===== config.mk =====
export PLATFORM = sky130hd
export DESIGN_NAME = shared_fifo_partitioner
export DESIGN_NICKNAME = d
export VERILOG_FILES = /design/src/rtl/fpart_pkg.sv /design/src/rtl/fpart_cfg_reg.sv /design/src/rtl/fpart_region_map.sv /design/src/rtl/fpart_fifo_ptr.sv /design/src/rtl/shared_fifo_partitioner.sv
export SDC_FILE = /design/constraint.sdc
export NUM_CORES = 1
export LEC_CHECK = 0
export CAP_MARGIN = 20
export CORE_MARGIN = 2
export CORE_UTILIZATION = 50
export CTS_CLUSTER_SIZE = 20
export DETAILED_ROUTE_END_ITERATION = 6
export DONT_BUFFER_PORTS = 1
export PLACE_DENSITY = 0.69
export SYNTH_ARGS = -nofsm -noshare
export SYNTH_HDL_FRONTEND = slang
export SYNTH_SLANG_ARGS = --single-unit

===== constraint.sdc =====
create_clock -name clk -period 10.8 [get_ports clk]
set_input_delay 1.08 -clock clk [delete_from_list [all_inputs] [get_ports clk]]
set_output_delay 1.08 -clock clk [all_outputs]
set_load 0.05 [all_outputs]

===== src/rtl/fpart_pkg.sv =====
package fpart_pkg;
  localparam int REG_W      = 32;
  localparam int SIZE_LSB   = 16;
  localparam int KBW        = 4;
  localparam int KEY_BIT    = 20;
  localparam int WORD_BYTES = 4;
  localparam int MEM_KB     = 16;
  localparam int KB_WORDS   = 1024 / WORD_BYTES;
  localparam int MEM_WORDS  = MEM_KB * KB_WORDS;
  localparam int AW         = $clog2(MEM_WORDS);
  localparam int CW         = AW + 1;
  localparam int STAT_WORDS = 512 / WORD_BYTES;
  localparam int NFIFO      = 4;
  localparam int MIN_KB     = 2;
  localparam int MAX_KB     = 14;
  localparam int RST_KB     = 5;

  typedef enum logic [1:0] {Q_TXS, Q_TXD, Q_RXS, Q_RXD} fifo_id_e;
endpackage


===== src/rtl/fpart_cfg_reg.sv =====
module fpart_cfg_reg
  import fpart_pkg::*;
(
  input  logic           clk,
  input  logic           rst_n,
  input  logic           we,
  input  logic           key,
  input  logic [KBW-1:0] size_in,
  input  logic           tx_idle,
  input  logic           rx_idle,
  output logic [KBW-1:0] tx_kb,
  output logic           accept
);
  function automatic logic [KBW-1:0] clamp_kb(input logic [KBW-1:0] v);
    if (v < KBW'(MIN_KB)) return KBW'(MIN_KB);
    if (v > KBW'(MAX_KB)) return KBW'(MAX_KB);
    return v;
  endfunction

  // only a keyed write with both engines stopped may change the split
  assign accept = we & key & tx_idle & rx_idle;

  always_ff @(posedge clk) begin
    if (!rst_n)      tx_kb <= KBW'(RST_KB);
    else if (accept) tx_kb <= clamp_kb(size_in);
  end
endmodule


===== src/rtl/fpart_region_map.sv =====
module fpart_region_map
  import fpart_pkg::*;
(
  input  logic [KBW-1:0]            tx_kb,
  output logic [NFIFO-1:0][AW-1:0]  base,
  output logic [NFIFO-1:0][AW-1:0]  limit,
  output logic [NFIFO-1:0][CW-1:0]  depth
);
  logic [CW-1:0] tx_words;

  always_comb begin
    tx_words     = CW'(tx_kb) * CW'(KB_WORDS);
    base[Q_TXS]  = '0;
    depth[Q_TXS] = CW'(STAT_WORDS);
    base[Q_TXD]  = AW'(STAT_WORDS);
    depth[Q_TXD] = tx_words - CW'(STAT_WORDS);
    base[Q_RXS]  = tx_words[AW-1:0];
    depth[Q_RXS] = CW'(STAT_WORDS);
    base[Q_RXD]  = tx_words[AW-1:0] + AW'(STAT_WORDS);
    depth[Q_RXD] = CW'(MEM_WORDS) - tx_words - CW'(STAT_WORDS);
  end

  for (genvar g = 0; g < NFIFO; g++) begin : g_lim
    assign limit[g] = base[g] + AW'(depth[g] - CW'(1));
  end
endmodule


===== src/rtl/fpart_fifo_ptr.sv =====
module fpart_fifo_ptr #(
  parameter int AW = 12,
  parameter int CW = AW + 1
) (
  input  logic          clk,
  input  logic          rst_n,
  input  logic          clr,
  input  logic [AW-1:0] base,
  input  logic [CW-1:0] depth,
  input  logic          push,
  input  logic          pop,
  output logic          full,
  output logic          empty,
  output logic [AW-1:0] wr_addr,
  output logic [AW-1:0] rd_addr
);
  logic [AW-1:0] wr_off, rd_off;
  logic [CW-1:0] count;
  logic          do_push, do_pop;

  function automatic logic [AW-1:0] step(input logic [AW-1:0] off, input logic [CW-1:0] d);
    return (CW'(off) == d - CW'(1)) ? '0 : off + AW'(1);
  endfunction

  assign full    = (count == depth);
  assign empty   = (count == '0);
  assign do_push = push & ~full;
  assign do_pop  = pop & ~empty;
  assign wr_addr = base + wr_off;
  assign rd_addr = base + rd_off;

  always_ff @(posedge clk) begin
    if (!rst_n || clr) begin
      wr_off <= '0;
      rd_off <= '0;
      count  <= '0;
    end else begin
      if (do_push) wr_off <= step(wr_off, depth);
      if (do_pop)  rd_off <= step(rd_off, depth);
      count <= count + CW'(do_push) - CW'(do_pop);
    end
  end
endmodule


===== src/rtl/shared_fifo_partitioner.sv =====
module shared_fifo_partitioner
  import fpart_pkg::*;
(
  input  logic                     clk,
  input  logic                     rst_n,
  input  logic                     cfg_we,
  input  logic [REG_W-1:0]         cfg_wdata,
  input  logic                     tx_idle,
  input  logic                     rx_idle,
  input  logic [NFIFO-1:0]         push,
  input  logic [NFIFO-1:0]         pop,
  output logic [NFIFO-1:0]         full,
  output logic [NFIFO-1:0]         empty,
  output logic [NFIFO-1:0][AW-1:0] wr_addr,
  output logic [NFIFO-1:0][AW-1:0] rd_addr,
  output logic [NFIFO-1:0][AW-1:0] base,
  output logic [NFIFO-1:0][AW-1:0] limit,
  output logic [KBW-1:0]           cfg_tx_kb
);
  logic                     accept;
  logic [NFIFO-1:0][CW-1:0] depth;
  logic                     unused_wdata_bits;

  assign unused_wdata_bits = ^{cfg_wdata[REG_W-1:KEY_BIT+1], cfg_wdata[SIZE_LSB-1:0]};

  fpart_cfg_reg u_cfg (
    .clk     (clk),
    .rst_n   (rst_n),
    .we      (cfg_we),
    .key     (cfg_wdata[KEY_BIT]),
    .size_in (cfg_wdata[SIZE_LSB +: KBW]),
    .tx_idle (tx_idle),
    .rx_idle (rx_idle),
    .tx_kb   (cfg_tx_kb),
    .accept  (accept)
  );

  fpart_region_map u_map (
    .tx_kb (cfg_tx_kb),
    .base  (base),
    .limit (limit),
    .depth (depth)
  );

  for (genvar g = 0; g < NFIFO; g++) begin : g_fifo
    fpart_fifo_ptr #(.AW(AW), .CW(CW)) u_ptr (
      .clk     (clk),
      .rst_n   (rst_n),
      .clr     (accept),
      .base    (base[g]),
      .depth   (depth[g]),
      .push    (push[g]),
      .pop     (pop[g]),
      .full    (full[g]),
      .empty   (empty[g]),
      .wr_addr (wr_addr[g]),
      .rd_addr (rd_addr[g])
    );
  end
endmodule


Yosys cells after proc, flatten, opt, wreduce, memory -nomap -nowiden

Index checks and enable logic that the tools add are counted.

Input bits: 45
Flip-flop bits (word level): 152

Reduce and logical (&&, ||, !) cells: 6
$lt $le $gt $ge: 2
Add/subtract/negate cells: 31
Multiplexer cells: 19
Bitwise logic cells: 19
Equality and inequality tests: 12

Operators by type and width:

| operator                                                   | count |
|---|---|
| adder 12 x 1 -> 12 bit, second input constant              | 8 |
| two-way mux 12 bit                                         | 8 |
| adder 12 bit                                               | 5 |
| adder 13 x 1 -> 13 bit                                     | 4 |
| == test 12 x 13 -> 1 bit                                   | 4 |
| logical NOT 13 bit                                         | 4 |
| subtractor 13 x 1 -> 13 bit                                | 4 |
| == test 12 x 7 -> 1 bit, second input constant             | 4 |
| adder 8 x 12 -> 12 bit, first input constant               | 3 |
| == test 13 bit                                             | 2 |
| == test 13 x 8 -> 1 bit, second input constant             | 2 |
| subtractor 13 x 1 -> 13 bit, second input constant         | 2 |
| two-way mux 4 bit                                          | 4 |
| subtractor 12 x 8 -> 13 bit, second input constant         | 1 |
| subtractor 13 x 12 -> 13 bit, first input constant         | 1 |
| subtractor 13 x 8 -> 13 bit, second input constant         | 1 |
| adder 12 x 7 -> 12 bit, second input constant              | 1 |
| adder 12 x 8 -> 12 bit, second input constant              | 1 |
| AND 1 bit                                                  | 11 |
| NOT 1 bit                                                  | 8 |
| two-way mux 1 bit                                          | 7 |
| greater-than comparator 4 bit, second input constant       | 1 |
| less-than comparator 4 x 2 -> 1 bit, second input constant | 1 |
| logical NOT 1 bit                                          | 1 |
| logical OR 1 bit                                           | 1 |

Logic depth before layout (Yosys ltp)

Gate-level depths: netlist (run 1).

Depth in word-level cells: 10
Gate-level depth with buffers: 19
Mapped depth without buffers: 16

Hierarchy

Synthesis (run 1) repeated with hierarchy kept, for this count alone.

Cell total of the unflattened synthesis: 2,195
Area, all modules: 17,241.5 um^2

By module, submodules not included:

| module                               | times used | area an instance (um^2) | seq. area each (um^2) | cells an instance |
|---|---|---|---|---|
| fpart_fifo_ptr (g_fifo[1].u_ptr ...) | 2          | 4,018.9                 | 740.7                 | 506 |
| fpart_fifo_ptr (g_fifo[0].u_ptr)     | 1          | 3,960.0                 | 740.7                 | 509 |
| fpart_fifo_ptr (g_fifo[3].u_ptr)     | 1          | 3,907.5                 | 740.7                 | 498 |
| fpart_region_map                     | 1          | 1,166.1                 | 0.0                   | 156 |
| fpart_cfg_reg                        | 1          | 170.2                   | 80.1                  | 20 |

Worst setup path before layout (run 1)

No wires, ideal clock.

Path kind: register -> register
Start: register u_cfg.tx_kb[0]
End: register g_fifo[1].u_ptr.count[12]
Library setup time: 0.128 ns
Stages on the path, launching flop included: 20
Arrival time: 4.289 ns
Path slack: 6.383 ns
Period minus slack after synthesis: 4.417 ns
Path buffers: 3
Data required time: 10.672 ns
Cell sequence: dfxtp_1 > buf_6 > inv_1 > ha_1 > buf_2 > nor3b_1 > and3_1 > o2111ai_2 > buf_6 > nand2_2 > inv_1 > ha_1 > inv_1 > fa_1 > nand2b_1 > a21oi_1 > o21ai_0 > a221oi_1 > a311oi_1 > mux2i_1

Word-level cells in the longest chain between the ends: 6

RTL lines:

| what                        | line                   | RTL |
|---|---|---|
| start: declaration          | fpart_cfg_reg.sv:11    | `output logic [KBW-1:0] tx_kb,` |
| start signal: assignment    | fpart_cfg_reg.sv:24    | `if (!rst_n) tx_kb <= KBW'(RST_KB);` |
| start signal: assignment    | fpart_cfg_reg.sv:25    | `else if (accept) tx_kb <= clamp_kb(size_in);` |
| subtractor 12 x 8 -> 13 bit | fpart_region_map.sv:16 | `depth[Q_TXD] = tx_words - CW'(STAT_WORDS);` |
| == test 13 bit              | fpart_fifo_ptr.sv:25   | `assign full = (count == depth);` |
| NOT 1 bit                   | fpart_fifo_ptr.sv:27   | `assign do_push = push & ~full;` |
| AND 1 bit                   | fpart_fifo_ptr.sv:27   |  |
| adder 13 x 1 -> 13 bit      | fpart_fifo_ptr.sv:40   | `count <= count + CW'(do_push) - CW'(do_pop);` |
| subtractor 13 x 1 -> 13 bit | fpart_fifo_ptr.sv:40   |  |
| end signal: assignment      | fpart_fifo_ptr.sv:40   |  |
| end: declaration            | fpart_fifo_ptr.sv:18   | `logic [CW-1:0] count;` |

Every way passes these cells.
A chain may end at the register's enable or synchronous reset.

Final worst setup path (run 1)

Start: register u_cfg.tx_kb[1]
End: register g_fifo[1].u_ptr.count[12]

Same word-level chain as after synthesis.

==> flow_summary.yaml, run 1 <==
finish:
  layout-drive-gt1-share_pct: 7.29
  fillers: 2009
  area_growth_syn_to_layout_pct: 0.712
  fin_util_pct: 50.8
  nets: 1363
  antenna_cells: 0
drt:
  dr.pass1.iters: 4
  ant_nets: 0
  vias: 7748
  wl_per_cell_um: 13.5
  drcViolationCount: 0
  routed_wl_um: 20200
  vias_per_cell: 5.16
  first_iter_violations: 261
placement:
  gp_congestion: 0.831
  hpwl_um: 15000
  io_buffers: 0
die:
  initial_core_util_pct: 50.4
  core_sq_mm: 0.0216
  ios: 249
  die_y_um: 152
  num_rows: 54
  die_area_sq_mm: 0.0230
  fp.dieW_um: 152
pwr:
  p_int_mw: 1.59
  comb_power_share_pct: 50.8
  p_clk_share_pct: 21.3
  p_leak_nw: 4.68
  switchingPower_mw: 1.16
  p_sw_share_pct: 42.0
  p_seq_share_pct: 27.8
  peakVddDrop_mv: 0.109
  p_per_area_mw_per_mm2: 251
synthesis:
  ys_seq_area_share_pct: 27.9
  synth_edf_count: 0
  synth_compound_area_share_pct: 11.5
  yosys_warnings: 0
  ys_types: 72
  synth_area_per_cell_sq_um: 8.55
  synth.top_cell.area_share_pct: 27.9
  syn-cell-area_sq_mm: 0.0109
  muxShareOfSynthArea_pct: 1.65
  syn_inst: 1275
  synthArstFlopShare_pct: 0
  yosysTopAreaCell: "dfxtp_1"
  synth_top_family_by_area: "simple AND/OR/NAND/NOR gates"
  synth_most_common_cell: "dfxtp_1"
  synth_common_cells: "dfxtp_1 (152), buf_4 (144), nor2_1 (119)"
  synthXorXnorAreaFrac_pct: 11.1
  synth_simple_gate_area_share_pct: 19.4
  ys.flop_type: "dfxtp_1"
  synth-adder-area-share_pct: 13.2
  synth_seq_cells: 152
  synthTopCellsByArea: "dfxtp_1 (28%), ha_1 (12%), buf_4 (9.9%), xor2_1 (5.6%), xnor2_1 (5.3%)"
timing:
  fmax_mhz: 198
  finClkSkew_ns: 0.0110
  setup_viol: 0
  grt_setup_unrepaired: "no"
  worst_pin_slew_ns: 1.16
  max_slew_margin_pct: 22.2
  drv_slew: 0
  fin_crit_sh_pct: 46.8
  hold_viol: 0
  fin_crit_ns: 5.05
  setup_tns_ns: 0
clock_tree:
  root_buffer: "clkbuf_16"
  tritoncts: "built"
  insertion_delay_ns: 0.42
  ctsResizeCount: 0
  htreeDepth: 4
  clkTransAtPathRegs_ns: 0.07
  cts_sinks: 152
  cts_setup_buffers: 0
  ctsHoldBuffers: 0
  numCtsBuffers: 17
  clock_path_buffers: 2
worst_setup_path:
  cpMostUsedCell: "inv_1"
  endpoint_kind: "flop"
  critPathMaxFanout: 14
  start_kind: "flop"
  slowest_stage: "a221oi_1"
  crit_chain: "buf_4, inv_1, ha_1, nor3b_1, and3_1, o2111ai_2, nand2_2, inv_1, ha_1, inv_1, fa_1, nand2b_1, a21oi_1, o21ai_0, a221oi_1, a311oi_1, mux2i_1"
  crit_arrival_ns: 5.35
  worst_ep_required_time_ns: 11.10
  path_class: "reg2reg"
  cp_slowest_stage_delay_ns: 0.60
run:
  maxCapViolations: 0
global_routing:
  grt_pass1_wl_um: 32700
  antenna_found_initial: 0
  grt_max_degree: 68
  grt_usage_pct: 17.4
  grt_pass1_vias: 7008
  gr-total-overflow: 0
status:
  outcome: "finished, final reports clean"
min_path:
  hp-class: "reg2reg"
[critical path: cells and delay by family, from the launching register on]
family / cells / cell delay [ns]
AO/OA/AOI/OAI: 5 / 1.70
adder cells (fa/ha/maj): 3 / 0.94
buffers and inverters: 4 / 1.05
flip-flops: 1 / 0.31
multiplexers: 1 / 0.15
AND/OR/NAND/NOR: 4 / 0.76
[path summary, 6_finish.rpt]
kind | startpoint | to | slack (ns) | depth (start not counted)
min reg2reg | g_fifo[3].u_ptr.wr_off[10] | g_fifo[3].u_ptr.wr_off[10] | 0.52 | 2
max reg2reg | u_cfg.tx_kb[1] | g_fifo[1].u_ptr.count[12] | 5.75 | 17
min | g_fifo[3].u_ptr.wr_off[10] | g_fifo[3].u_ptr.wr_off[10] | 0.52 | 2
max | u_cfg.tx_kb[1] | g_fifo[1].u_ptr.count[12] | 5.75 | 17
[power by group through the flow]
stage                     logic, mW  registers (mW)  clock network, mW
final                          1.40           0.766              0.587
after global routing           1.58           0.780              0.623
after CTS                      1.40           0.767              0.602
after detailed placement       1.39           0.779                  0
after global placement         1.37           0.777                  0
after floorplan                1.26           0.734                  0
[through the flow]
step / hold WS, ns / power [mW] / instances / area [sq um] / worst slack (ns)
2_1_floorplan: 0.467 / 1.99 / 1351 / 11200 / 6.38
3_3_place_gp: 0.493 / 2.14 / 1469 / 10400 / 5.78
3_5_place_dp: 0.509 / 2.17 / 1469 / 10400 / 5.74
4_1_cts: 0.518 / 2.77 / 1501 / 11000 / 5.72
5_1_grt: 0.547 / 2.98 / 1501 / 11000 / 5.37
6_report: 0.517 / 2.75 / 1501 / 11000 / 5.75
[cell usage in the layout, fill, tap and decap left out, types with 10 or more instances in the layout]
cell	synthesis	layout
conb_1	2	78
o21a_1	11	11
nand2_1	54	53
and3_1	24	24
nor2_1	119	119
xor2_1	70	70
mux2i_1	18	18
nand3_1	36	36
nor3_1	34	32
dfxtp_1	152	148
o21ai_0	21	21
xnor2_1	66	66
a21oi_1	48	48
clkbuf_16	0	17
a21o_1	18	18
ha_1	102	102
o21bai_1	10	10
nand4_1	27	27
nand2b_1	14	14
or3_1	17	17
inv_1	116	116
[area by class of cell]
type,instances,area (sq um),share of cell area (%)
Clock buffer,18,439,4.00
Clock inverter,14,140,1.28
Inverter,116,435,3.97
Multi-Input combinational cell,913,6500,59.2
Sequential cell,152,3050,27.8
Tap cell,280,350,3.19
Timing Repair Buffer,8,60.1,0.547
[cell families after synthesis]
| kind of cell | count (synthesis) |
|---|---|
| AND/OR/NAND/NOR | 404 |
| buffers and inverters | 286 |
| AO/OA/AOI/OAI | 166 |
| flip-flops | 152 |
| XOR/XNOR | 137 |
| adder cells (fa/ha/maj) | 110 |
| multiplexers | 18 |
| other | 2 |
[routing by layer]
metal	wire (um)	track usage, %
met1	9270	21.3
met4	249	5.00
met3	1050	4.16
met2	9650	30.5
met5	0	0
[state kept, by name (all words and copies together), names as in the netlist]
name,flops
g_fifo.u_ptr.wr_off,48
u_cfg.tx_kb,4
g_fifo.u_ptr.count,52
g_fifo.u_ptr.rd_off,48
Note: power is estimated with default switching activity, not from simulation.
==> run 2: changes to the inputs <==
==> constraint.sdc (replaced) <==
create_clock -name clk -period 4.9 [get_ports clk]
set_input_delay 0.49 -clock clk [delete_from_list [all_inputs] [get_ports clk]]
set_output_delay 0.49 -clock clk [all_outputs]
set_load 0.05 [all_outputs]
==> run 2 against run 1 <==
Compared with the run above: hold slack got worse by 0.37 ns; largest cell class unchanged; fmax up 22%; largest power group unchanged; register-to-register slack worse by 5.0 ns; utilization grew 0.12 points; sequential power up 120%; critical endpoint unchanged; design area up 0.24%; clock-buffer cell count unchanged.
==> flow_summary.yaml, run 2 (synthesized netlist as in run 1, its figures left out) <==
global_routing:
  grt_pass1_vias: 7057
  busiest_layer: "met2"
  gr-total-overflow: 0
  met2_usage_pct: 30.6
  grt_use_met1_pct: 22.1
  grt_max_degree: 37
  grt_usage_pct: 17.8
  met3_usage_pct: 4.70
  grt_pass1_wl_um: 33200
  antenna_found_initial: 0
pwr:
  comb_power_share_pct: 51.0
  peakVddDrop_mv: 0.237
  p_sw_share_pct: 41.8
  p_int_mw: 3.56
  p_seq_share_pct: 27.6
  p_clk_share_pct: 21.4
  switchingPower_mw: 2.56
  p_leak_nw: 4.70
  p_per_area_mw_per_mm2: 556
placement:
  hpwl_um: 15400
  io_buffers: 0
  gp_congestion: 0.834
  dp_slack_ns: 0.777
timing:
  fin_crit_ns: 4.14
  fin_crit_sh_pct: 84.5
  finClkSkew_ns: 0.0122
  drv_slew: 0
  grt_setup_unrepaired: "no"
  max_slew_margin_pct: 22.7
  hold_viol: 0
  setup_viol: 0
  setup_tns_ns: 0
  timing.final.ws_setup_ns: 0.759
  fmax_mhz: 241
  worst_pin_slew_ns: 1.15
finish:
  antenna_cells: 0
  final_cell_mix: "dfxtp_1 (148), nor2_1 (119), inv_1 (116)"
  top_regs: "g_fifo.u_ptr.count (52), g_fifo.u_ptr.rd_off (48), g_fifo.u_ptr.wr_off (48)"
  layout_commonest_cell: "dfxtp_1"
  largest_reg_flops: 52
  area_growth_syn_to_layout_pct: 0.953
  nets: 1365
  layout-drive-gt1-share_pct: 7.36
  regMostFlops: "g_fifo.u_ptr.count"
status:
  outcome: "finished, final reports clean"
worst_setup_path:
  cpMostUsedCell: "inv_1"
  path_class: "reg2reg"
  worst_ep_required_time_ns: 5.25
  cp_slowest_stage_delay_ns: 0.41
  critPathMaxFanout: 11
  crit_family: "compound AO/OA/AOI/OAI gates"
  crit_arrival_ns: 4.50
  start_kind: "flop"
  crit_chain: "inv_1, ha_1, o21ba_2, a221oi_1, o2111ai_2, nand2_2, inv_1, ha_1, inv_1, fa_1, nand2b_1, a21oi_1, o21ai_0, a221oi_1, buf_4, a311oi_1, mux2i_1"
  worst-path-buf-inv: 4
  slowest_stage: "a221oi_1"
  endpoint_kind: "flop"
clock_tree:
  insertion_delay_ns: 0.43
  ctsResizeCount: 0
  clock_path_buffers: 2
  clkTransAtPathRegs_ns: 0.06
  htreeDepth: 4
  root_buffer: "clkbuf_16"
  numCtsBuffers: 17
  ctsHoldBuffers: 0
  tritoncts: "built"
  cts_setup_buffers: 0
  cts_sinks: 152
die:
  ios: 249
  fp.dieW_um: 152
  die_area_sq_mm: 0.0230
  initial_core_util_pct: 50.4
  die_y_um: 152
  num_rows: 54
  core_sq_mm: 0.0216
drt:
  drcViolationCount: 0
  dr.pass1.iters: 5
  routed_wl_um: 20600
  wl_per_cell_um: 13.7
  vias_per_cell: 5.18
  vias: 7781
  ant_nets: 0
  first_iter_violations: 271
min_path:
  hp-class: "in2reg"
run:
  maxCapViolations: 0
## run 2: metal layers
layer,part of all wire (%),routed length (um)
met2,48,9890
met1,45,9320
met3,5.3,1090
met5,0,0
met4,1.5,314
## run 2: worst paths after layout
path | start | depth (start not counted) | slack [ns] | to
max | u_cfg.tx_kb[1] | 17 | 0.76 | g_fifo[1].u_ptr.count[12]
min | rst_n | 1 | 0.14 | u_cfg.tx_kb[2]
max reg2reg | u_cfg.tx_kb[1] | 17 | 0.76 | g_fifo[1].u_ptr.count[12]
min reg2reg | g_fifo[3].u_ptr.wr_off[8] | 2 | 0.52 | g_fifo[3].u_ptr.wr_off[8]
## run 2: area by class of cell
class / instances / area [sq um]
flip-flops and latches: 152 / 3050
multi-input cells: 913 / 6500
clock buffers: 18 / 429
repair buffers: 10 / 87.6
inverters: 116 / 435
clock inverters: 14 / 149
fillers: 2030 / 10600
well taps: 280 / 350
## run 2: stage by stage
| stage | util (%) | hold WS, ns | cell area (sq um) | power (mW) | std cells |
|---|---|---|---|---|---|
| floorplan | - | 0.467 | 11200 | 4.39 | 1351 |
| global placement | 48.2 | 0.499 | 10400 | 4.74 | 1471 |
| detailed placement | 48.2 | 0.512 | 10400 | 4.83 | 1471 |
| CTS | 50.9 | 0.121 | 11000 | 6.17 | 1503 |
| global route | 50.9 | 0.123 | 11000 | 6.64 | 1503 |
| finish | 50.9 | 0.144 | 11000 | 6.12 | 1503 |
## run 2: power groups by stage
stage	Combinational [mW]	Clock [mW]	Sequential (mW)
5_1_grt	3.51	1.40	1.72
4_1_cts	3.13	1.35	1.69
6_report	3.12	1.31	1.69
2_1_floorplan	2.77	0	1.62
3_3_place_gp	3.03	0	1.71
3_5_place_dp	3.11	0	1.72
